==> config.mk <==
export PLATFORM = sky130hd
export DESIGN_NAME = fa_search_ctrl
export DESIGN_NICKNAME = d
export VERILOG_FILES = /design/src/rtl/fa_pkg.sv /design/src/rtl/fa_hold_reg.sv /design/src/rtl/fa_step_plan.sv /design/src/rtl/fa_search_ctrl.sv
export SDC_FILE = /design/constraint.sdc
export NUM_CORES = 1
export LEC_CHECK = 0
export ABC_AREA = 1
export CAP_MARGIN = 20
export CORE_MARGIN = 2
export CORE_UTILIZATION = 55
export DETAILED_ROUTE_END_ITERATION = 12
export DONT_BUFFER_PORTS = 1
export PLACE_DENSITY = 0.73
export SYNTH_ARGS = -nofsm -noshare
export SYNTH_HDL_FRONTEND = slang
export SYNTH_HIERARCHICAL = 1
export SYNTH_SLANG_ARGS = --single-unit
==> constraint.sdc <==
create_clock -name clk_i -period 5.79 [get_ports clk_i]
set_clock_uncertainty 0.05 [all_clocks]
set_input_delay 0.2895 -clock clk_i [delete_from_list [all_inputs] [get_ports clk_i]]
set_output_delay 0.2895 -clock clk_i [all_outputs]
set_load 0.005 [all_outputs]
==> src/rtl/fa_pkg.sv <==
`timescale 1ns/1ps
package fa_pkg;

    typedef enum logic [1:0] {
        ST_IDLE,
        ST_FLOOR,
        ST_SEARCH,
        ST_LOCKED
    } fa_state_e;

    typedef enum logic [1:0] {
        ACT_CAPTURE,
        ACT_RAISE,
        ACT_BACKOFF,
        ACT_WRAP
    } fa_act_e;

endpackage

==> src/rtl/fa_hold_reg.sv <==
`timescale 1ns/1ps
module fa_hold_reg #(
    parameter int            W       = 8,
    parameter logic [W-1:0]  RST_VAL = '0
) (
    input  logic         clk_i,
    input  logic         rst_ni,
    input  logic         ld_i,
    input  logic [W-1:0] d_i,
    output logic [W-1:0] q_o
);

    always_ff @(posedge clk_i or negedge rst_ni) begin
        if (!rst_ni) begin
            q_o <= RST_VAL;
        end else if (ld_i) begin
            q_o <= d_i;
        end
    end

endmodule

==> src/rtl/fa_step_plan.sv <==
`timescale 1ns/1ps
module fa_step_plan
    import fa_pkg::*;
#(
    parameter int CODE_W      = 10,
    parameter int ERR_W       = 20,
    parameter int PPM_PER_LSB = 200,
    parameter int LOCK_PPM    = 250
) (
    input  logic                     [CODE_W-1:0] code_i,
    input  logic                     [CODE_W-1:0] step_i,
    input  logic signed              [ERR_W-1:0]  err_i,
    output fa_act_e                               act_o,
    output logic                     [CODE_W-1:0] code_o,
    output logic                     [CODE_W-1:0] step_o
);

    localparam int PPM_W  = $clog2(PPM_PER_LSB + 1);
    localparam int PROD_W = CODE_W + PPM_W;
    localparam int CMP_W  = ((ERR_W > PROD_W) ? ERR_W : PROD_W) + 1;

    logic              err_neg;
    logic [ERR_W-1:0]  err_mag;
    logic [CMP_W-1:0]  mag_x;
    logic [CMP_W-1:0]  lim_x;
    logic [PROD_W-1:0] span;
    logic [CMP_W-1:0]  span_x;
    logic              in_win;
    logic              near;
    logic [CODE_W-1:0] half;
    logic [CODE_W-1:0] raise_step;
    logic [CODE_W:0]   sum;

    assign err_neg    = err_i[ERR_W-1];
    assign err_mag    = err_neg ? (~err_i + 1'b1) : err_i;
    assign mag_x      = {{(CMP_W-ERR_W){1'b0}}, err_mag};
    assign lim_x      = CMP_W'(LOCK_PPM);
    assign span       = PROD_W'(step_i) * PROD_W'(PPM_PER_LSB);
    assign span_x     = {{(CMP_W-PROD_W){1'b0}}, span};
    assign in_win     = (mag_x <= lim_x);
    assign near       = (mag_x < span_x);
    assign half       = (step_i > CODE_W'(1)) ? (step_i >> 1) : CODE_W'(1);
    assign raise_step = near ? half : step_i;
    assign sum        = {1'b0, code_i} + {1'b0, raise_step};

    always_comb begin
        act_o  = ACT_CAPTURE;
        code_o = code_i;
        step_o = step_i;
        if (in_win) begin
            act_o = ACT_CAPTURE;
        end else if (!err_neg) begin
            act_o  = ACT_BACKOFF;
            code_o = (code_i >= step_i) ? (code_i - step_i) : '0;
            step_o = half;
        end else if (sum[CODE_W]) begin
            act_o  = ACT_WRAP;
            code_o = '0;
        end else begin
            act_o  = ACT_RAISE;
            code_o = sum[CODE_W-1:0];
            step_o = raise_step;
        end
    end

endmodule

==> src/rtl/fa_search_ctrl.sv <==
`timescale 1ns/1ps
module fa_search_ctrl
    import fa_pkg::*;
#(
    parameter int CODE_W      = 10,
    parameter int ERR_W       = 20,
    parameter int INIT_STEP   = 64,
    parameter int PPM_PER_LSB = 200,
    parameter int LOCK_PPM    = 250
) (
    input  logic                    clk_i,
    input  logic                    rst_ni,
    input  logic                    start_i,
    input  logic                    relock_i,
    input  logic                    err_valid_i,
    input  logic signed [ERR_W-1:0] err_ppm_i,
    output logic        [CODE_W-1:0] tune_code_o,
    output logic                    search_active_o,
    output logic                    acquired_o
);

    localparam logic [CODE_W-1:0]       STEP_INIT = CODE_W'(INIT_STEP);
    localparam logic signed [ERR_W-1:0] LIM_POS   = ERR_W'(LOCK_PPM);

    fa_state_e         state_q, state_d;
    fa_act_e           plan_act;
    logic [CODE_W-1:0] plan_code, plan_step;
    logic [CODE_W-1:0] step_q;
    logic              code_ld, step_ld;
    logic [CODE_W-1:0] code_d, step_d;

    fa_step_plan #(
        .CODE_W      (CODE_W),
        .ERR_W       (ERR_W),
        .PPM_PER_LSB (PPM_PER_LSB),
        .LOCK_PPM    (LOCK_PPM)
    ) u_plan (
        .code_i (tune_code_o),
        .step_i (step_q),
        .err_i  (err_ppm_i),
        .act_o  (plan_act),
        .code_o (plan_code),
        .step_o (plan_step)
    );

    fa_hold_reg #(.W(CODE_W), .RST_VAL('0)) u_code (
        .clk_i  (clk_i),
        .rst_ni (rst_ni),
        .ld_i   (code_ld),
        .d_i    (code_d),
        .q_o    (tune_code_o)
    );

    fa_hold_reg #(.W(CODE_W), .RST_VAL(STEP_INIT)) u_step (
        .clk_i  (clk_i),
        .rst_ni (rst_ni),
        .ld_i   (step_ld),
        .d_i    (step_d),
        .q_o    (step_q)
    );

    // State register
    always_ff @(posedge clk_i or negedge rst_ni) begin
        if (!rst_ni) begin
            state_q <= ST_IDLE;
        end else begin
            state_q <= state_d;
        end
    end

    // Transitions and datapath loads
    always_comb begin
        state_d = state_q;
        code_ld = 1'b0;
        step_ld = 1'b0;
        code_d  = '0;
        step_d  = STEP_INIT;
        unique case (state_q)
            ST_IDLE: begin
                if (start_i) begin                  // T_START
                    state_d = ST_FLOOR;
                    code_ld = 1'b1;
                    step_ld = 1'b1;
                end
            end
            ST_FLOOR: begin
                if (relock_i) begin                 // T_RELOCK
                    state_d = ST_FLOOR;
                    code_ld = 1'b1;
                    step_ld = 1'b1;
                end else begin                      // T_ARM
                    state_d = ST_SEARCH;
                end
            end
            ST_SEARCH: begin
                if (relock_i) begin                 // T_RELOCK
                    state_d = ST_FLOOR;
                    code_ld = 1'b1;
                    step_ld = 1'b1;
                end else if (err_valid_i) begin
                    unique case (plan_act)
                        ACT_CAPTURE: state_d = ST_LOCKED;   // T_CAPTURE
                        ACT_WRAP: begin                     // T_WRAP
                            state_d = ST_FLOOR;
                            code_ld = 1'b1;
                            step_ld = 1'b1;
                        end
                        ACT_RAISE, ACT_BACKOFF: begin       // T_RAISE / T_BACKOFF
                            code_ld = 1'b1;
                            step_ld = 1'b1;
                            code_d  = plan_code;
                            step_d  = plan_step;
                        end
                    endcase
                end
            end
            ST_LOCKED: begin
                if (start_i || relock_i) begin      // T_RESTART
                    state_d = ST_FLOOR;
                    code_ld = 1'b1;
                    step_ld = 1'b1;
                end
            end
        endcase
    end

    // Output decode
    always_comb begin
        search_active_o = 1'b0;
        acquired_o      = 1'b0;
        unique case (state_q)
            ST_IDLE:   ;
            ST_FLOOR:  search_active_o = 1'b1;
            ST_SEARCH: search_active_o = 1'b1;
            ST_LOCKED: acquired_o      = 1'b1;
        endcase
    end

    p_floor_zero_r2: assert property (@(posedge clk_i) disable iff (!rst_ni)
        (state_q == ST_FLOOR) |-> (tune_code_o == '0));

    p_idle_quiet_r3: assert property (@(posedge clk_i) disable iff (!rst_ni)
        (state_q == ST_IDLE && !start_i) |=> (state_q == ST_IDLE && $stable(tune_code_o)));

    p_raise_up_r4: assert property (@(posedge clk_i) disable iff (!rst_ni)
        (state_q == ST_SEARCH && !relock_i && err_valid_i && err_ppm_i < -LIM_POS)
        |=> (tune_code_o > $past(tune_code_o) || tune_code_o == '0));

    p_backoff_down_r6: assert property (@(posedge clk_i) disable iff (!rst_ni)
        (state_q == ST_SEARCH && !relock_i && err_valid_i && err_ppm_i > LIM_POS)
        |=> (tune_code_o <= $past(tune_code_o)));

    p_lock_hold_r8: assert property (@(posedge clk_i) disable iff (!rst_ni)
        (state_q == ST_LOCKED && !start_i && !relock_i)
        |=> (acquired_o && $stable(tune_code_o)));

    p_hold_novalid_r9: assert property (@(posedge clk_i) disable iff (!rst_ni)
        (state_q == ST_SEARCH && !relock_i && !err_valid_i) |=> $stable(tune_code_o));

    p_start_ignored_r11: assert property (@(posedge clk_i) disable iff (!rst_ni)
        (state_q == ST_SEARCH && start_i && !relock_i && !err_valid_i)
        |=> (search_active_o && $stable(tune_code_o)));

endmodule

### After elaboration in Yosys (flattened, before gate mapping)

Cells that the tools add are included.

| storage, ports and cells | value |
|---|---|
| register bits after elaboration | 22 |
| output and inout bits | 12 |

| operators by class | value |
|---|---|
| $add $sub $neg | 3 |
| multiply operators | 1 |
| order comparisons | 4 |
| equal/unequal tests | 12 |
| multiplexer cells | 37 |
| bitwise logic cells | 1 |
| reductions and logical operators | 9 |

Operators with widths:

| cell | count |
|---|---|
| $mux W10 | 16 |
| $add A20 B1 Y20 const B | 1 |
| $le A20 B8 Y1 const B | 1 |
| $lt A20 B18 Y1 | 1 |
| $mux W20 | 1 |
| $not A20 Y20 | 1 |
| $mux W2 | 8 |
| $mul A10 B5 Y15 const B | 1 |
| $add A10 B10 Y11 | 1 |
| $ge A10 B10 Y1 | 1 |
| $gt A10 B1 Y1 const B | 1 |
| $sub A10 B10 Y10 | 1 |
| $mux W9 | 1 |
| $eq A2 B2 Y1 const B | 4 |
| $mux W1 | 8 |
| $pmux W2 S4 | 1 |
| $ne A6 B6 Y1 const B | 1 |
| $ne A5 B5 Y1 const B | 1 |
| $eq A2 B1 Y1 const B | 2 |
| $logic_not A2 Y1 | 2 |
| $ne A2 B2 Y1 const B | 2 |
| $ne A4 B2 Y1 const B | 1 |
| $pmux W1 S4 | 1 |
| $pmux W2 S2 | 1 |
| 7 further kinds | 8 |

### Logic depth before layout (Yosys ltp)

Gate-level depths: netlist (run 1).

| logic depth | value |
|---|---|
| depth after elaboration | 16 |
| gate-level depth with buffers | 38 |

### Hierarchy

Netlist (run 1), hierarchy kept.

Modules (own cells, without submodules):

| module | times used | cells an instance | area each (um^2) |
|---|---|---|---|
| fa_step_plan | 1 | 606 | 3627.2 |
| fa_search_ctrl | 1 | 93 | 493.0 |
| fa_hold_reg at u_step | 1 | 42 | 379.1 |
| fa_hold_reg at u_code | 1 | 42 | 377.9 |

### Worst setup path before layout (run 1)

No wires, ideal clock.

| timing | value |
|---|---|
| path kind | flip-flop to flip-flop |
| start point | register u_step.q_o[2] |
| end point | register u_code.q_o[1] |
| setup time | 0.117 ns |
| data arrival time | 6.083 ns |
| required time | 5.623 ns |
| path slack | -0.460 ns |
| stages on the path, launching flop included | 37 |
| buffers on the path | 1 |
| clock period less this slack | 6.250 ns |
| path through | dfrtp_1 -> inv_1 -> ha_1 -> ha_1 -> fa_1 -> ha_1 -> nand2_1 -> o21ai_0 -> a21oi_1 -> nor2_1 -> nor2_1 -> xor2_1 -> ha_1 -> a21oi_1 -> nor3_1 -> a211oi_1 -> nand2_1 -> nand2_1 -> clkbuf_1 -> nand3_1 -> nand2_1 -> ha_1 -> inv_1 -> fa_1 -> inv_1 -> nand3_1 -> nand2_1 -> nor2_1 -> nor2_1 -> inv_1 -> ha_1 -> o21ai_0 -> nand2_1 -> a21oi_1 -> inv_2 -> nand2_1 -> nand2_1 |

| between the ends | value |
|---|---|
| cells in the longest elaborated chain, start to end | 14 |
| elaborated cells on any way between the ends | 29 |
| classes of those cells | add/sub: 1; mul: 1; order compare: 3; eq/ne: 4; mux: 17; reduce/logical: 3 |

Ends and longest elaborated chain:

| element | line | RTL |
|---|---|---|
| start, declared | fa_hold_reg.sv:10 | `output logic [W-1:0] q_o` |
| start signal, assigned | fa_hold_reg.sv:17 | `q_o <= d_i;` |
| $mul A10 B5 Y15 or $gt A10 B1 Y1 (tied branches) | fa_step_plan.sv:38, fa_step_plan.sv:42 |  |
| $lt A20 B18 Y1 or $mux W9 (tied branches) | fa_step_plan.sv:41, fa_step_plan.sv:42 |  |
| $mux W10 (*) | fa_step_plan.sv:43 | `assign raise_step = near ? half : step_i;` |
| $add A10 B10 Y11 (*) | fa_step_plan.sv:44 | `assign sum = {1'b0, code_i} + {1'b0, raise_step};` |
| $mux W2 (*) | fa_step_plan.sv:56 | `end else if (sum[CODE_W]) begin` |
| $mux W2 (*) | fa_step_plan.sv:52 | `end else if (!err_neg) begin` |
| $mux W2 (*) | fa_step_plan.sv:50 | `if (in_win) begin` |
| net plan_act[1] | fa_search_ctrl.sv:26 | `fa_act_e plan_act;` |
| $eq A2 B1 Y1 or $eq A2 B2 Y1 (tied branches) | fa_search_ctrl.sv:101 | `unique case (plan_act)` |
| $reduce_or A3 Y1 (no line) (*) | - |  |
| $mux W1 (*) | fa_search_ctrl.sv:101 |  |
| $mux W1 (*) | fa_search_ctrl.sv:100 | `end else if (err_valid_i) begin` |
| $mux W1 (*) | fa_search_ctrl.sv:96 | `if (relock_i) begin` |
| $pmux W1 S4 (*) | fa_search_ctrl.sv:78 | `unique case (state_q)` |
| net code_ld | fa_search_ctrl.sv:29 | `logic code_ld, step_ld;` |
| $reduce_and A2 Y1 (no line) (*) | - |  |
| end signal, assigned | fa_hold_reg.sv:17 |  |
| end, declared | fa_hold_reg.sv:10 |  |

The timed path passes the listed nets; every way through them passes the cells marked *. The select of a mux whose other input is x is not followed.
A chain may end at the register's enable or synchronous reset.

### Worst setup path after layout (run 1)

| timing | value |
|---|---|
| start point | register u_step.q_o[3] |
| end point | register u_code.q_o[5] |

The elaborated chain is that of the path after synthesis.

==> results of run 1 <==
-- repair_timing --
item | CTS | global route
setup endpoints to repair | 22 | 22
gates resized for setup | 45 | 69
pin swaps | 34 | 53
hold buffers | 1 | 0
gates cloned | 2 | 1
endpoints found under the hold margin | 22 | 0
buffers inserted | 4 | 9
-- stage by stage --
stage | worst slack, ns | power (uW)
6_report | -0.267 | 1060
3_5_place_dp | -0.496 | 775
3_3_place_gp | -0.321 | 758
2_1_floorplan | 0.0108 | 626
5_1_grt | -0.535 | 1140
4_1_cts | -0.154 | 974
-- critical path, delay by kind of cell, from the launching register on --
family	cells	cell delay, ns
xor+xnor	1	0.25
simple gates	11	0.98
fa+ha+maj	7	1.94
buf+inv	11	1.16
compound gates	7	1.14
flops	1	0.44
-- layer usage --
metal,up-vias,routed length (um)
met5,-,0
met2,275,6960
met1,2510,6430
met3,43,1140
met4,0,303
li1,2683,-
-- cell usage after synthesis (9+ instances only) --
master / n / share of area
nor2_1: 88 / 0.068
a21oi_1: 61 / 0.063
nand3_1: 47 / 0.048
ha_1: 84 / 0.22
xnor2_1: 9 / 0.016
o21ai_0: 14 / 0.014
o21ai_1: 11 / 0.011
nor3_1: 15 / 0.015
inv_2: 10 / 0.0077
dfrtp_1: 21 / 0.11
xor2_1: 21 / 0.038
nand2_1: 246 / 0.19
inv_1: 77 / 0.059
-- final timing paths --
check                         startpoint       endpoint  slack [ns]  cells past startpoint
setup / recovery           u_step/q_o[3]  u_code/q_o[5]       -0.27                     37
hold / removal                  relock_i     state_q[0]        0.22                      4
min in group asynchronous         rst_ni  u_step/q_o[9]        0.38                      1
max in group asynchronous         rst_ni  u_code/q_o[6]        4.84                      2
setup reg to reg           u_step/q_o[3]  u_code/q_o[5]       -0.27                     37
hold reg to reg               state_q[0]     state_q[0]        0.50                      2
-- cell type report --
class / count / area (um^2) / area share
Tap cell: 108 / 135 / 0.0222
Sequential cell: 22 / 554 / 0.0910
Timing Repair Buffer: 82 / 663 / 0.109
Inverter: 89 / 339 / 0.0557
Multi-Input combinational cell: 655 / 4340 / 0.713
Clock buffer: 4 / 55.1 / 0.00904
-- power breakdown --
group	total (uW)	internal, uW	switching [uW]	leakage, uW
sequential	183	168	15.6	0.000298
clock	110	60.6	49.1	0.0000288
combinational	767	318	449	0.00291
total	1060	546	514	0.00324
-- layout by cell type (no fill, tap or decap), types with 6 or more instances in the layout --
cell | netlist | layout
a21o_1 | 7 | 7
a21oi_1 | 61 | 53
a21oi_2 | 0 | 6
buf_4 | 3 | 71
buf_6 | 7 | 8
dfrtp_1 | 21 | 19
fa_1 | 7 | 6
ha_1 | 84 | 69
ha_4 | 0 | 14
inv_1 | 77 | 69
inv_2 | 10 | 16
nand2_1 | 246 | 210
nand2_2 | 7 | 32
nand2_4 | 1 | 13
nand3_1 | 47 | 44
nand4_1 | 7 | 7
nor2_1 | 88 | 83
nor2_4 | 4 | 8
nor3_1 | 15 | 12
o21ai_0 | 14 | 12
o21ai_1 | 11 | 11
xnor2_1 | 9 | 9
xor2_1 | 21 | 20
-- registers in the layout, summed over array words and instances, names as in the netlist --
signal / count
u_step/q_o: 10
state_q: 2
u_code/q_o: 10
-- kinds of logic (layout without fill, tap and decap cells) --
family                   count (synthesis)  count (layout)  share of synthesized area
XOR/XNOR                                30              30                     0.0539
adder cells (fa/ha/maj)                 91              91                      0.244
flip-flops                              22              22                      0.113
AO/OA/AOI/OAI                          105             105                      0.119
AND/OR/NAND/NOR                        428             429                      0.374
buffers and inverters                  107             175                     0.0962
==> metrics.log, run 1 <==
INFO  metric drt_iter0_drc = roughly 540
INFO  metric antenna_left = 0
INFO  metric synthesis.instances = a little under 800
INFO  metric die-width = 98.2 um
INFO  metric place.detailed.instances = between 900 and 1k
INFO  metric drv.max_cap_violation_count = 0
INFO  metric crit_path_max_incr_delay = between 0.4 and 0.5 ns
INFO  metric worst_slew_pin_slew = 0.507 ns
INFO  metric layout.filler_cells = 728
INFO  metric max_freq = ~0.17 GHz
INFO  metric final.min_clock_period = 6.06 ns
INFO  metric hold_path_class = in -> reg
INFO  metric required_time_at_the_worst_slack_endpoint = 5.90 ns
INFO  metric setup.worst_path.start_class = flip-flop
INFO  metric arrival = between 6 and 7 ns
INFO  metric layout-drive-gt1-share = 0.242
INFO  metric floorplan.initialDensity = 0.562
INFO  metric finalWirelength = 14800 um
INFO  metric area_delta_synth_final = 24.8%
INFO  metric grt_pass1_vias = 5351
INFO  metric grt_util_all_layers = 0.298
INFO  metric grt_pass1_wl = 24200 um
INFO  metric hold_slack = ~0.22 ns
INFO  metric pwr_cell_area = approximately 170 nW/um^2
INFO  metric synth.avg_cell_area = ~6.2 um^2
INFO  metric setup_violations = 22
INFO  metric wl_per_cell = 15.4 um
INFO  metric clk_latency = around 0.26 ns
INFO  metric use_met2 = 0.504
INFO  metric mappedNetlistArea = between 4000 and 5000 um^2
INFO  metric synth-seq-area-share = 0.113
INFO  metric status = complete, but fails checks
INFO  metric core_area = approximately 8700 um^2
INFO  metric synth-edff-count = 0
INFO  metric design.die.area = about 9600 um^2
INFO  metric layout_worst_path_cycle_share = 1.05
INFO  metric final_hold_viol_count = 0
INFO  metric floorplan.die.height = 98.2 um
INFO  metric crit_path_slowest_cell = fa_1
INFO  metric post-route-util = 0.702
INFO  metric dr_total_vias = approximately 5.5k
INFO  metric ys_warn_count = 6
INFO  metric first_pass_iteration_count_of_the_detailed_router = 6
INFO  metric tritoncts.num_buffers = 3
INFO  metric peakVddDrop = 0.326 mV
INFO  metric worstSetupEndpointType = flip-flop
INFO  metric post_drt_via_cell_ratio = roughly 5.7
INFO  metric sinks_on_clock_net = 22
INFO  metric number_of_nets_in_the_layout = slightly below 1k
INFO  metric synth_async_sr_flop_share = 1.00
INFO  metric timing.slew.headroom = 0.661
INFO  metric post-route-worst-setup-slack = -0.267 ns
INFO  metric path_class = reg -> reg
INFO  metric setup_tns = -5.16 ns
INFO  metric dpl.hpwl = 11100 um
INFO  metric stdcell_count = 960
INFO  metric ys_seq_elements = 22
INFO  metric gr-max-usage-layer = met2
INFO  metric placedInstanceArea = approximately 5400 um^2
INFO  metric post-route-cell-area = 6090 um^2
INFO  metric globalRoute.totalOverflow = 0
INFO  metric drc = 0
INFO  metric met1_usage = 0.408
INFO  metric failed_checks = negative setup slack
INFO  metric diodes = 0
INFO  metric tritoncts = yes
INFO  metric row_count = 34
INFO  metric cts_max_level = 1
INFO  metric synth_nets = about 900
INFO  metric cts_buffer_depth = 2
INFO  metric worst_setup_hold_path_clk_slew = ~0.08 ns
INFO  metric cts-root-buf = clkbuf_8
INFO  metric slew_violations = 0
INFO  metric grt_use_met3 = 0.0236
INFO  metric post_synth_num_cell_types = 41
INFO  metric p_leak = ~0.0032 uW
INFO  metric initial_antenna_violation_count = 0
INFO  metric unrepaired_setup_endpoints_after_global_routing = yes
INFO  metric grt_start_max_net_pins = 27
INFO  metric number_of_buffer_cells_added_on_primary_ports = 0
INFO  metric most_common_flop_cell_mapped_by_yosys = dfrtp_1
INFO  metric ios = 37
INFO  metric worst-path-max-fanout = 8
INFO  metric gp_congestion = 0.969
(Power assumes the default switching activity.)
==> inputs of run 2 (changes only) <==
Settings changed: GPL_ROUTABILITY_DRIVEN from default to 1, RECOVER_POWER from default to 25, SETUP_SLACK_MARGIN from default to 0.4.
==> run 2 against run 1 <==
  * The flow still finishes with violations (negative setup slack)
  * Core utilization is 2.9 points higher
  * Cell area is 4.1% higher
  * Sequential power hardly changed
  * Critical path type unchanged
==> metrics.log, run 2 (synthesis results as in run 1) <==
INFO  metric area_delta_synth_final = 30.0%
INFO  metric unrepaired_setup_endpoints_after_global_routing = yes
INFO  metric worstHoldEndpoint = state_q[0]
INFO  metric globalRoute.totalOverflow = 0 (unchanged)
INFO  metric required_time_at_the_worst_slack_endpoint = 5.94 ns (+0.04 ns)
INFO  metric tritoncts = yes
INFO  metric r2r_setup_slack = -0.11 ns (+0.16 ns)
INFO  metric dr_total_vias = 5613 (+1.9%)
INFO  metric setup.worst_path.start_class = flip-flop
INFO  metric layout_worst_path_cycle_share = 1.02 (-0.0275)
INFO  metric timing.slew.headroom = 0.383 (-0.278)
INFO  metric post_drt_via_cell_ratio = 5.83 (+1.5%)
INFO  metric design.die.area = 9640 um^2 (unchanged)
INFO  metric worst_setup_hold_path_clk_slew = 0.08 ns (about the same)
INFO  metric drt_iter0_drc = 587 (+9.5%)
INFO  metric cts_buffer_depth = 2 (unchanged)
INFO  metric cts-root-buf = clkbuf_8
INFO  metric final.min_clock_period = 5.90 ns (-0.159 ns)
INFO  metric drc = 0 (unchanged)
INFO  metric peakVddDrop = 0.214 mV (-34%)
INFO  metric gp_congestion = 0.955 (-1.4%)
INFO  metric worstReg2RegStart = u_step/q_o[6]
INFO  metric grt_pass1_vias = 5381 (+0.56%)
INFO  metric commonest_non_fill_non_tap_cell_in_the_layout = nand2_1
INFO  metric slew_violations = 0 (unchanged)
INFO  metric gr-max-usage-layer = met2
INFO  metric timing.reg2reg.worst_path_depth = 33 (-11%)
INFO  metric max_freq = 0.170 GHz (+2.7%)
INFO  metric layout-drive-gt1-share = 0.305 (+0.0635)
INFO  metric p_leak = 0.00322 uW (-0.59%)
INFO  metric drv.max_cap_violation_count = 0 (unchanged)
INFO  metric ios = 37 (unchanged)
INFO  metric number_of_nets_in_the_layout = 972 (+0.31%)
INFO  metric grt_util_all_layers = 0.316 (+0.0181)
INFO  metric grt_use_met3 = 0.0258 (+0.00215)
INFO  metric cts_max_level = 1 (unchanged)
INFO  metric finalWirelength = 16000 um (+7.8%)
INFO  metric wl_per_cell = 16.6 um (+7.5%)
INFO  metric setup_tns = -1.25 ns (+3.91 ns)
INFO  metric largestRegisters = u_code/q_o x10, u_step/q_o x10, state_q x2
INFO  metric pwr_cell_area = 178 nW/um^2 (+2.3%)
INFO  metric use_met2 = 0.523 (+0.0195)
INFO  metric worstSetupEndpointType = flip-flop
INFO  metric worst-path-max-fanout = 7 (-1)
INFO  metric r2r-end = u_step/q_o[3]
INFO  metric path_class = reg -> reg
INFO  metric floorplan.die.height = 98.2 um (unchanged)
INFO  metric hold_depth = 4 (unchanged)
INFO  metric layout_common_cells = nand2_1, nor2_1, buf_4, inv_1, ha_1
INFO  metric number_of_buffer_cells_added_on_primary_ports = 0 (unchanged)
INFO  metric antenna_left = 0 (unchanged)
INFO  metric hold_path_startpoint = relock_i
INFO  metric tritoncts.num_buffers = 3 (unchanged)
INFO  metric hold_slack = 0.229 ns (+0.00374 ns)
INFO  metric hold_path_class = in -> reg
INFO  metric grt_pass1_wl = 25300 um (+4.4%)
INFO  metric die-width = 98.2 um (unchanged)
INFO  metric failed_checks = negative setup slack
INFO  metric first_pass_iteration_count_of_the_detailed_router = 5 (-1)
INFO  metric post-route-worst-setup-slack = -0.108 ns (+0.159 ns)
INFO  metric diodes = 0 (unchanged)
INFO  metric row_count = 34 (unchanged)
INFO  metric crit_path_slowest_cell = dfstp_2
INFO  metric final_hold_viol_count = 0 (unchanged)
INFO  metric dpl.hpwl = 11400 um (+2.7%)
INFO  metric clk_latency = 0.26 ns (about the same)
INFO  metric setup_violations = 21 (-4.5%)
INFO  metric sinks_on_clock_net = 22 (unchanged)
INFO  metric met1_usage = 0.441 (+0.0327)
INFO  metric status = complete, but fails checks
INFO  metric grt_start_max_net_pins = 27 (unchanged)
INFO  metric floorplan.initialDensity = 0.562 (unchanged)
INFO  metric arrival = 6.05 ns (-0.11 ns)
INFO  metric initial_antenna_violation_count = 0 (unchanged)
INFO  metric core_area = 8680 um^2 (unchanged)
INFO  metric crit_path_max_incr_delay = 0.61 ns (+0.12 ns)
INFO  metric post-route-util = 0.730 (+0.0288)
INFO  metric worst_slew_pin_slew = 0.925 ns (+0.418 ns)
-- run 2: what timing repair did --
action                     CTS  global route
pin swaps                   58            36
gates cloned                 3             0
buffers inserted            18            12
resized for setup           87            47
hold endpoints to repair    22             0
hold buffers                 1             0
setup endpoints to repair   22            22
-- run 2: power by group --
group	total, uW	switching, uW	internal [uW]	leakage (uW)
logic	837	489	348	0.00290
registers	184	16.5	168	0.000293
clock network	108	47.4	60.5	0.0000288
-- run 2: cell type report --
type                    count  area (um^2)
multi-input cells         655         4560
clock buffers               4         55.1
flip-flops and latches     22          558
inverters                  89          349
fillers                   679         2340
repair buffers             85          686
well taps                 108          135
-- run 2: worst max path at each step --
| stage | cells after the start | to | slack [ns] | start |
|---|---|---|---|---|
| 3_5_place_dp | 35 | u_code/q_o[1] | -0.20 | u_step/q_o[5] |
| 6_report | 33 | u_step/q_o[3] | -0.11 | u_step/q_o[6] |
| 5_1_grt | 35 | u_step/q_o[2] | -0.42 | u_step/q_o[6] |
| 3_3_place_gp | 36 | u_code/q_o[1] | -0.04 | u_step/q_o[3] |
| 4_1_cts | 38 | u_step/q_o[7] | 0.05 | u_step/q_o[3] |
| 2_1_floorplan | 37 | u_code/q_o[3] | 0.33 | u_step/q_o[4] |
-- run 2: stage by stage --
step	std cells	worst slack, ns	power [uW]	instance area, um^2
final	963	-0.108	1130	6340
after global routing	963	-0.417	1210	6340
after CTS	950	0.0476	1060	6080
after detailed placement	924	-0.204	790	5490
after global placement	924	-0.0441	774	5490
after floorplan	783	0.326	649	5130
-- run 2: metal layers --
layer  wire length (um)  up-vias
li1                   -     2691
met1               7020     2590
met2               7190      285
met3               1270       47
met4                506        0
met5                  0        -
-- run 2: worst max-delay path, delay by kind of cell (launching register included) --
family | cells | cell delay, ns
fa+ha+maj | 6 | 1.78
compound gates | 9 | 1.47
simple gates | 11 | 1.19
flops | 1 | 0.61
buf+inv | 6 | 0.57
xor+xnor | 1 | 0.16
